===== config.mk =====
export PLATFORM = sky130hd
export DESIGN_NAME = la_cmd_decoder
export DESIGN_NICKNAME = d
export VERILOG_FILES = /design/src/rtl/la_cmd_pkg.sv /design/src/rtl/la_cmd_ctrl.sv /design/src/rtl/la_cmd_dpath.sv /design/src/rtl/la_cmd_decoder.sv
export SDC_FILE = /design/constraint.sdc
export NUM_CORES = 1
export LEC_CHECK = 0
export BUFFER_PORTS_ARGS = -buffer_cell sky130_fd_sc_hd__buf_4
export CORE_UTILIZATION = 25
export DETAILED_ROUTE_END_ITERATION = 8
export GPL_TIMING_DRIVEN = 1
export PLACE_DENSITY = 0.4
export SYNTH_ARGS = -nofsm -noshare
export SYNTH_HDL_FRONTEND = slang
export SYNTH_HIERARCHICAL = 1
export SYNTH_SLANG_ARGS = --single-unit

===== constraint.sdc =====
create_clock -name clk -period 4.29 [get_ports clk]
set_input_delay 0 -clock clk [delete_from_list [all_inputs] [get_ports clk]]
set_output_delay 0 -clock clk [all_outputs]
set_load 0.005 [all_outputs]

===== src/rtl/la_cmd_pkg.sv =====
package la_cmd_pkg;
  localparam int BYTE_W    = 8;
  localparam int DATA_W    = 32;
  localparam int NUM_REGS  = 6;
  localparam int ARG_BYTES = DATA_W / BYTE_W;
  localparam int CNT_W     = $clog2(ARG_BYTES + 1);
  localparam int TGT_W     = $clog2(NUM_REGS);

  localparam logic [BYTE_W-1:0] OP_RESET = 8'h00;
  localparam logic [BYTE_W-1:0] OP_ARM   = 8'h01;

  typedef struct packed {
    logic             shiftEn;
    logic             commit;
    logic             tgtOk;
    logic [TGT_W-1:0] tgt;
  } ctlStrobe_t;

  function automatic logic [TGT_W:0] mapOpcode(input logic [BYTE_W-1:0] op);
    logic [TGT_W:0] res;
    case (op)
      8'hC0:   res = {1'b1, TGT_W'(0)};
      8'hC1:   res = {1'b1, TGT_W'(1)};
      8'hC2:   res = {1'b1, TGT_W'(2)};
      8'h80:   res = {1'b1, TGT_W'(3)};
      8'h81:   res = {1'b1, TGT_W'(4)};
      8'h82:   res = {1'b1, TGT_W'(5)};
      default: res = '0;
    endcase
    return res;
  endfunction
endpackage


===== src/rtl/la_cmd_ctrl.sv =====
module la_cmd_ctrl
  import la_cmd_pkg::*;
(
  input  logic              clk,
  input  logic              rstN,
  input  logic [BYTE_W-1:0] rxByte,
  input  logic              rxValid,
  output ctlStrobe_t        strobe,
  output logic              resetPulse,
  output logic              armPulse
);
  localparam logic [CNT_W-1:0] LAST_CNT = CNT_W'(ARG_BYTES);

  logic [CNT_W-1:0] byteCnt;
  logic [TGT_W-1:0] tgtIdx;
  logic             tgtOk;
  logic             atOpcode;

  assign atOpcode = (byteCnt == '0);

  always_comb begin
    strobe.shiftEn = rxValid && !atOpcode;
    strobe.commit  = rxValid && (byteCnt == LAST_CNT);
    strobe.tgtOk   = tgtOk;
    strobe.tgt     = tgtIdx;
  end

  always_ff @(posedge clk) begin
    if (!rstN) begin
      byteCnt    <= '0;
      tgtIdx     <= '0;
      tgtOk      <= 1'b0;
      resetPulse <= 1'b0;
      armPulse   <= 1'b0;
    end else begin
      resetPulse <= 1'b0;
      armPulse   <= 1'b0;
      if (rxValid) begin
        if (atOpcode) begin
          if (rxByte[BYTE_W-1]) begin
            byteCnt         <= CNT_W'(1);
            {tgtOk, tgtIdx} <= mapOpcode(rxByte);
          end else begin
            resetPulse <= (rxByte == OP_RESET);
            armPulse   <= (rxByte == OP_ARM);
          end
        end else if (byteCnt == LAST_CNT) begin
          byteCnt <= '0;
        end else begin
          byteCnt <= byteCnt + CNT_W'(1);
        end
      end
    end
  end

  p_cnt_bound_r5: assert property (@(posedge clk) disable iff (!rstN)
    byteCnt <= LAST_CNT);

  p_idle_hold_r12: assert property (@(posedge clk) disable iff (!rstN)
    !rxValid |=> $stable(byteCnt) && !resetPulse && !armPulse);

  p_arg_quiet_r11: assert property (@(posedge clk) disable iff (!rstN)
    (rxValid && byteCnt != '0) |=> !resetPulse && !armPulse);

  p_pulse_excl_r3: assert property (@(posedge clk) disable iff (!rstN)
    !(resetPulse && armPulse));

  p_reset_cause_r2: assert property (@(posedge clk) disable iff (!rstN)
    resetPulse |-> $past(rxValid && rxByte == OP_RESET && byteCnt == '0));
endmodule


===== src/rtl/la_cmd_dpath.sv =====
module la_cmd_dpath
  import la_cmd_pkg::*;
(
  input  logic                             clk,
  input  logic                             rstN,
  input  logic [BYTE_W-1:0]                rxByte,
  input  ctlStrobe_t                       strobe,
  output logic [NUM_REGS-1:0][DATA_W-1:0]  regFile,
  output logic [NUM_REGS-1:0]              regWe
);
  logic [DATA_W-1:0] argSh;
  logic [DATA_W-1:0] argNext;

  assign argNext = {rxByte, argSh[DATA_W-1:BYTE_W]};

  always_ff @(posedge clk) begin
    if (!rstN)               argSh <= '0;
    else if (strobe.shiftEn) argSh <= argNext;
  end

  for (genvar k = 0; k < NUM_REGS; k++) begin : g_reg
    logic hit;
    assign hit = strobe.commit && strobe.tgtOk && (strobe.tgt == TGT_W'(k));

    always_ff @(posedge clk) begin
      if (!rstN) begin
        regFile[k] <= '0;
        regWe[k]   <= 1'b0;
      end else begin
        regWe[k] <= hit;
        if (hit) regFile[k] <= argNext;
      end
    end

    p_hold_unless_we_r8: assert property (@(posedge clk) disable iff (!rstN)
      !regWe[k] |-> $stable(regFile[k]));
  end

  p_we_onehot_r9: assert property (@(posedge clk) disable iff (!rstN)
    $onehot0(regWe));

  p_we_needs_commit_r10: assert property (@(posedge clk) disable iff (!rstN)
    (regWe != '0) |-> $past(strobe.commit && strobe.tgtOk));
endmodule


===== src/rtl/la_cmd_decoder.sv =====
module la_cmd_decoder
  import la_cmd_pkg::*;
(
  input  logic              clk,
  input  logic              rstN,
  input  logic [7:0]        rxByte,
  input  logic              rxValid,
  output logic [31:0]       trigMask,
  output logic [31:0]       trigValue,
  output logic [31:0]       trigConfig,
  output logic [31:0]       sampleDiv,
  output logic [31:0]       countWord,
  output logic [31:0]       flagWord,
  output logic [5:0]        regWe,
  output logic              resetPulse,
  output logic              armPulse
);
  ctlStrobe_t                      strobe;
  logic [NUM_REGS-1:0][DATA_W-1:0] regFile;

  la_cmd_ctrl u_ctrl (
    .clk        (clk),
    .rstN       (rstN),
    .rxByte     (rxByte),
    .rxValid    (rxValid),
    .strobe     (strobe),
    .resetPulse (resetPulse),
    .armPulse   (armPulse)
  );

  la_cmd_dpath u_dpath (
    .clk     (clk),
    .rstN    (rstN),
    .rxByte  (rxByte),
    .strobe  (strobe),
    .regFile (regFile),
    .regWe   (regWe)
  );

  assign trigMask   = regFile[0];
  assign trigValue  = regFile[1];
  assign trigConfig = regFile[2];
  assign sampleDiv  = regFile[3];
  assign countWord  = regFile[4];
  assign flagWord   = regFile[5];
endmodule


## Word-level counts from Yosys, hierarchy flattened

Index checks and enable logic that the tools add are counted.

- $add $sub $neg: 1
- $mul: 0
- Divide/modulo/power cells: 0
- $lt $le $gt $ge: 0
- Equal/unequal tests: 14
- Shifts and indexed selects: 0
- Mux-type cells: 4
- Bitwise operators: 3
- Reduce and logical (&&, ||, !) cells: 16

Operators by type and width:

| kind | number |
|---|---|
| 8-bit equality test, second input constant | 6 |
| 4-bit one-hot mux with 6 select lines | 1 |
| 3-bit equality test, second input constant | 3 |
| 1-bit logical AND | 9 |
| 3-bit two-way mux | 3 |
| 8-bit by 1-bit equality test with 1-bit output, second input constant | 1 |
| 8-bit logical NOT | 1 |
| 3-bit by 2-bit equality test with 1-bit output, second input constant | 2 |
| 3-bit logical NOT | 2 |
| 4-bit OR reduction | 1 |
| 3-bit by 1-bit adder with 3-bit output, second input constant | 1 |
| 3-bit by 1-bit equality test with 1-bit output, second input constant | 1 |
| 1-bit inverter | 3 |
| 3-bit AND reduction | 1 |
| 2-bit inequality test, second input constant | 1 |
| 2-bit AND reduction | 1 |
| 1-bit logical NOT | 1 |

- Bits in registers: 239
- Bits in latches: 0
- Memory bits (writable): 0
- Memory bits (read-only): 0
- Bits of input ports: 11
- Output and inout port bits: 200
- Word-level logic and storage cells: 56
- Memories: 0

## Logic depth before layout (Yosys ltp)

- Depth after elaboration: 4
- Depth in mapped cells: 8
- Depth with buffers taken out: 6

## Modules after synthesis

Netlist, hierarchy kept.

By module, submodules not included:

| module | instances | cells an instance | area an instance (um^2) | seq. area each (um^2) |
|---|---|---|---|---|
| la_cmd_dpath | 1 | 755 | 7907.6 | 4444.3 |
| la_cmd_ctrl | 1 | 56 | 489.2 | 180.2 |

## Worst setup path before layout

Ideal clock, no wire load.

- Path kind: register to register
- From: reg u_ctrl.byteCnt[0]
- To: reg u_dpath.regWe[2]
- Library setup time: 0.115 ns
- Arrival time: 1.704 ns
- Required time: 4.175 ns
- Setup slack: 2.471 ns
- Stages on the path, launching flop included: 9
- Path buffers: 2
- Period minus slack after synthesis: 1.819 ns
- Path through: dfxtp_1 -> inv_1 -> ha_1 -> and3_2 -> and3b_1 -> and3b_1 -> buf_2 -> buf_4 -> and2_1

RTL lines:

| what | line | RTL |
|---|---|---|
| start, declared | la_cmd_ctrl.sv:14 | `logic [CNT_W-1:0] byteCnt;` |
| start signal, assigned | la_cmd_ctrl.sv:50 | `byteCnt <= byteCnt + CNT_W'(1);` |
| end signal, assigned by index | la_cmd_dpath.sv:30 | `regWe[k] <= hit;` |
| end, declared | la_cmd_dpath.sv:9 | `output logic [NUM_REGS-1:0] regWe` |

==> key figures <==
Worst setup path
  – CP max stage delay: approximately 0.9 ns
  – Critical Path End: u_dpath/regFile[179]
  – CP required: approximately 4.8 ns
  – Reg2Reg Setup Slack: about 1.7 ns
  – Worst setup path class: register to register
  – CP endpoint kind: register
  – R2r worst-path depth: 7
  – Critical Path Slowest Stage Cell: nor2_4
  – FF-to-FF End: u_dpath/regFile[179]
  – Crit path DAT: 3.08 ns
  – Worst setup path start: u_ctrl/byteCnt[0]
  – Crit-path cells: inv_1 > ha_1 > and3_2 > nand3_1 > nor2_4 > buf_4 > mux2i_1
  – Critical Path Source Type: register
  – Worst Path Max Fanout: 24
  – Reg-to-reg startpoint: u_ctrl/byteCnt[0]

Clock tree
  – CTS Hold Bufs: 11
  – Post-CTS setup buffer count: 0
  – H-tree depth: 1
  – Clk root buf: clkbuf_16
  – TritonCTS Sinks: 231
  – Post-cts gate resize count: 0
  – Worst-Skew Late Latency: 0.54 ns
  – CTS tree: yes
  – Reg clk slew, reported paths: around 0.060 ns
  – Number of buffers created by CTS: 28
  – Clock Path Buffers: 3

STA
  – Final hold violations: 0
  – Least-Margin Pin Slew: approximately 1.2 ns
  – Fin crit share: 0.609
  – Achievable Freq: between 0.3 and 0.4 GHz
  – Setup TNS: 0 ns
  – Final setup viols: 0
  – Setup Skew: roughly 0.010 ns
  – RSZ-0062 raised after global routing: false
  – Slew HR: 0.214
  – Max Slew Vio Count: 0
  – Post-layout min period: 2.61 ns

GRT
  – Vias in the first global route: between 6k and 7k
  – First-pass GRT wire length: approximately 39000 µm
  – Initial antenna violation count: 0
  – All-Layer GR Usage: 0.147
  – Grt ovf: 0
  – Largest net degree at the start of global routing: between 100 and 150

Synthesis
  – Syn nets: 824
  – Cell taking the most area after synthesis: dfxtp_1
  – FF+latch count, synth: about 230
  – Mapped Cells: 811
  – Syn_area_per_cell: between 10 and 15 µm²
  – Share of the synthesized area in the top cell type: 0.551
  – Count of cell types in the netlist: 34
  – Warnings from Yosys: 6
  – Synth top area cells: dfxtp_1, mux2i_1, nand2_1
  – Cell Area, Synth: about 0.0084 mm²
  – Register area share after synthesis: 0.551

Floorplanning
  – Die Y: around 190 µm
  – Die X: around 190 µm
  – Full die area: approximately 0.034 mm²
  – Row cnt: 66
  – Core area: between 0.03 and 0.04 mm²
  – IO Pins: 211
  – Initial Utilization: 0.256

Place
  – I/O Buffers: 210
  – Routability congestion estimate: between 0.7 and 0.8
  – Post-DP HPWL: roughly 17000 µm

Finish
  – Post-Route Utilization: 0.349
  – # nets final: around 1.0k
  – Synth-to-Final Area Change: 36.2%
  – # diodes: 0
  – Commonest cells after routing, fill and taps aside: dfxtp_1, nand2_1, buf_4
  – Most common cell after layout, fill and taps aside: dfxtp_1
  – Share of cells above drive strength 1: 0.263

Worst hold path
  – WHS Path Cells: 3
  – Hold WC Path Type: input pin to register

Job
  – Max cap viols: 0

Detailed routing
  – Vias: 6277
  – Final WL: around 26000 µm
  – WL/cell: 17.4 µm
  – Via/cell ratio: between 4 and 5
  – ANT nets after route: 0
  – DRC viols: 0
  – Drt pass-1 iters: 4
  – Number of DRC markers in iteration 0: about 230

Status
  – Outcome: complete, no violations

Power
  – Peak supply drop: between 0.2 and 0.25 mV
  – P_leak: 5.12 nW
  – Power density cells: ~420 mW/mm²
## final cells by class
| cell class | count | area [µm²] |
|---|---|---|
| Tap cell | 442 | 553 |
| Multi-Input combinational cell | 521 | 3490 |
| Fill cell | 3410 | 21300 |
| Sequential cell | 231 | 4620 |
| Clock inverter | 6 | 105 |
| Timing Repair Buffer | 233 | 1780 |
| Inverter | 6 | 22.5 |
| Clock buffer | 44 | 862 |
## flip-flops by register name, indices dropped and copies added (netlist names)
register and count:
u_dpath/regFile 192, u_ctrl/byteCnt 3, u_ctrl/resetPulse 1, u_ctrl/tgtIdx 3, u_ctrl/tgtOk 1, u_dpath/argSh 24, u_ctrl/armPulse 1, u_dpath/regWe 6
## worst min path at each step
stage                                 endpoint  slack [ns]       from
after floorplan              u_ctrl/resetPulse        0.07  rxByte[0]
after detailed placement     u_ctrl/resetPulse        0.25  rxByte[0]
after CTS                  u_dpath/regFile[91]        0.21       rstN
after global routing         u_ctrl/byteCnt[0]        0.27       rstN
final                     u_dpath/regFile[185]        0.16       rstN
after global placement       u_ctrl/resetPulse        0.25  rxByte[0]
## power by group
group | internal [mW] | leakage (nW) | total (mW) | switching, mW
Sequential | 2.16 | 1.86 | 2.17 | 0.0112
Clock | 1.55 | 0.477 | 2.46 | 0.919
Combinational | 0.0513 | 2.78 | 0.156 | 0.104
## logic make-up (layout without fill, tap and decap cells)
kind of cell,Yosys count,in the layout,synth area share
mux,216,216,0.257
compound gates,13,13,0.0106
simple gates,289,289,0.140
xor+xnor,1,1,0.00104
flops,231,231,0.551
fa+ha+maj,2,2,0.00298
buf+inv,59,289,0.0370
## metal layers
metal / track usage / vias up / part of all wire
li1: - / 3099 / -
met1: 0.193 / 2988 / 0.46
met2: 0.237 / 153 / 0.45
met3: 0.0403 / 37 / 0.068
met4: 0.0370 / 0 / 0.022
met5: 0 / - / 0
## worst max-delay path: cells and delay by family, from the launching register on
kind	cells	cell delay (ns)
flip-flops	1	0.34
AND/OR/NAND/NOR	3	1.30
multiplexers	1	0.20
adder cells (fa/ha/maj)	1	0.28
buffers and inverters	2	0.40
## cells in the mapped netlist
| cell type | number |
|---|---|
| buf_1 | 2 |
| nor4b_1 | 1 |
| a21oi_1 | 4 |
| or3_1 | 1 |
| nand3_1 | 3 |
| nor2_1 | 34 |
| mux2i_1 | 216 |
| o21ai_0 | 2 |
| nand2_1 | 229 |
| o2bb2ai_1 | 4 |
| and2_1 | 3 |
| buf_4 | 14 |
| and3_2 | 1 |
| nor4_1 | 1 |
| dfxtp_1 | 231 |
| clkbuf_1 | 23 |
| buf_6 | 3 |
| nor3b_1 | 1 |
| nor2b_1 | 2 |
| nand4_2 | 1 |
| xnor2_1 | 1 |
| o31a_1 | 1 |
| ha_1 | 2 |
| nand3b_1 | 2 |
| o21bai_1 | 1 |
| nor3_2 | 1 |
| o21a_1 | 1 |
| nor3_1 | 3 |
| and4bb_2 | 1 |
| and4bb_1 | 1 |
| nand2b_1 | 2 |
| inv_1 | 6 |
| buf_2 | 11 |
| and3b_1 | 2 |
## stage by stage
stage	hold WS, ns	instances	power (mW)	cell area, µm²	worst slack (ns)
3_3_place_gp	0.254	1422	2.37	10400	1.74
4_1_cts	0.211	1483	4.88	11400	1.65
6_report	0.162	1483	4.79	11400	1.68
5_1_grt	0.270	1483	4.97	11400	1.47
3_5_place_dp	0.254	1422	2.37	10400	1.65
2_1_floorplan	0.0724	811	2.31	8400	2.47
No activity file was read; power rests on OpenSTA's default activity.
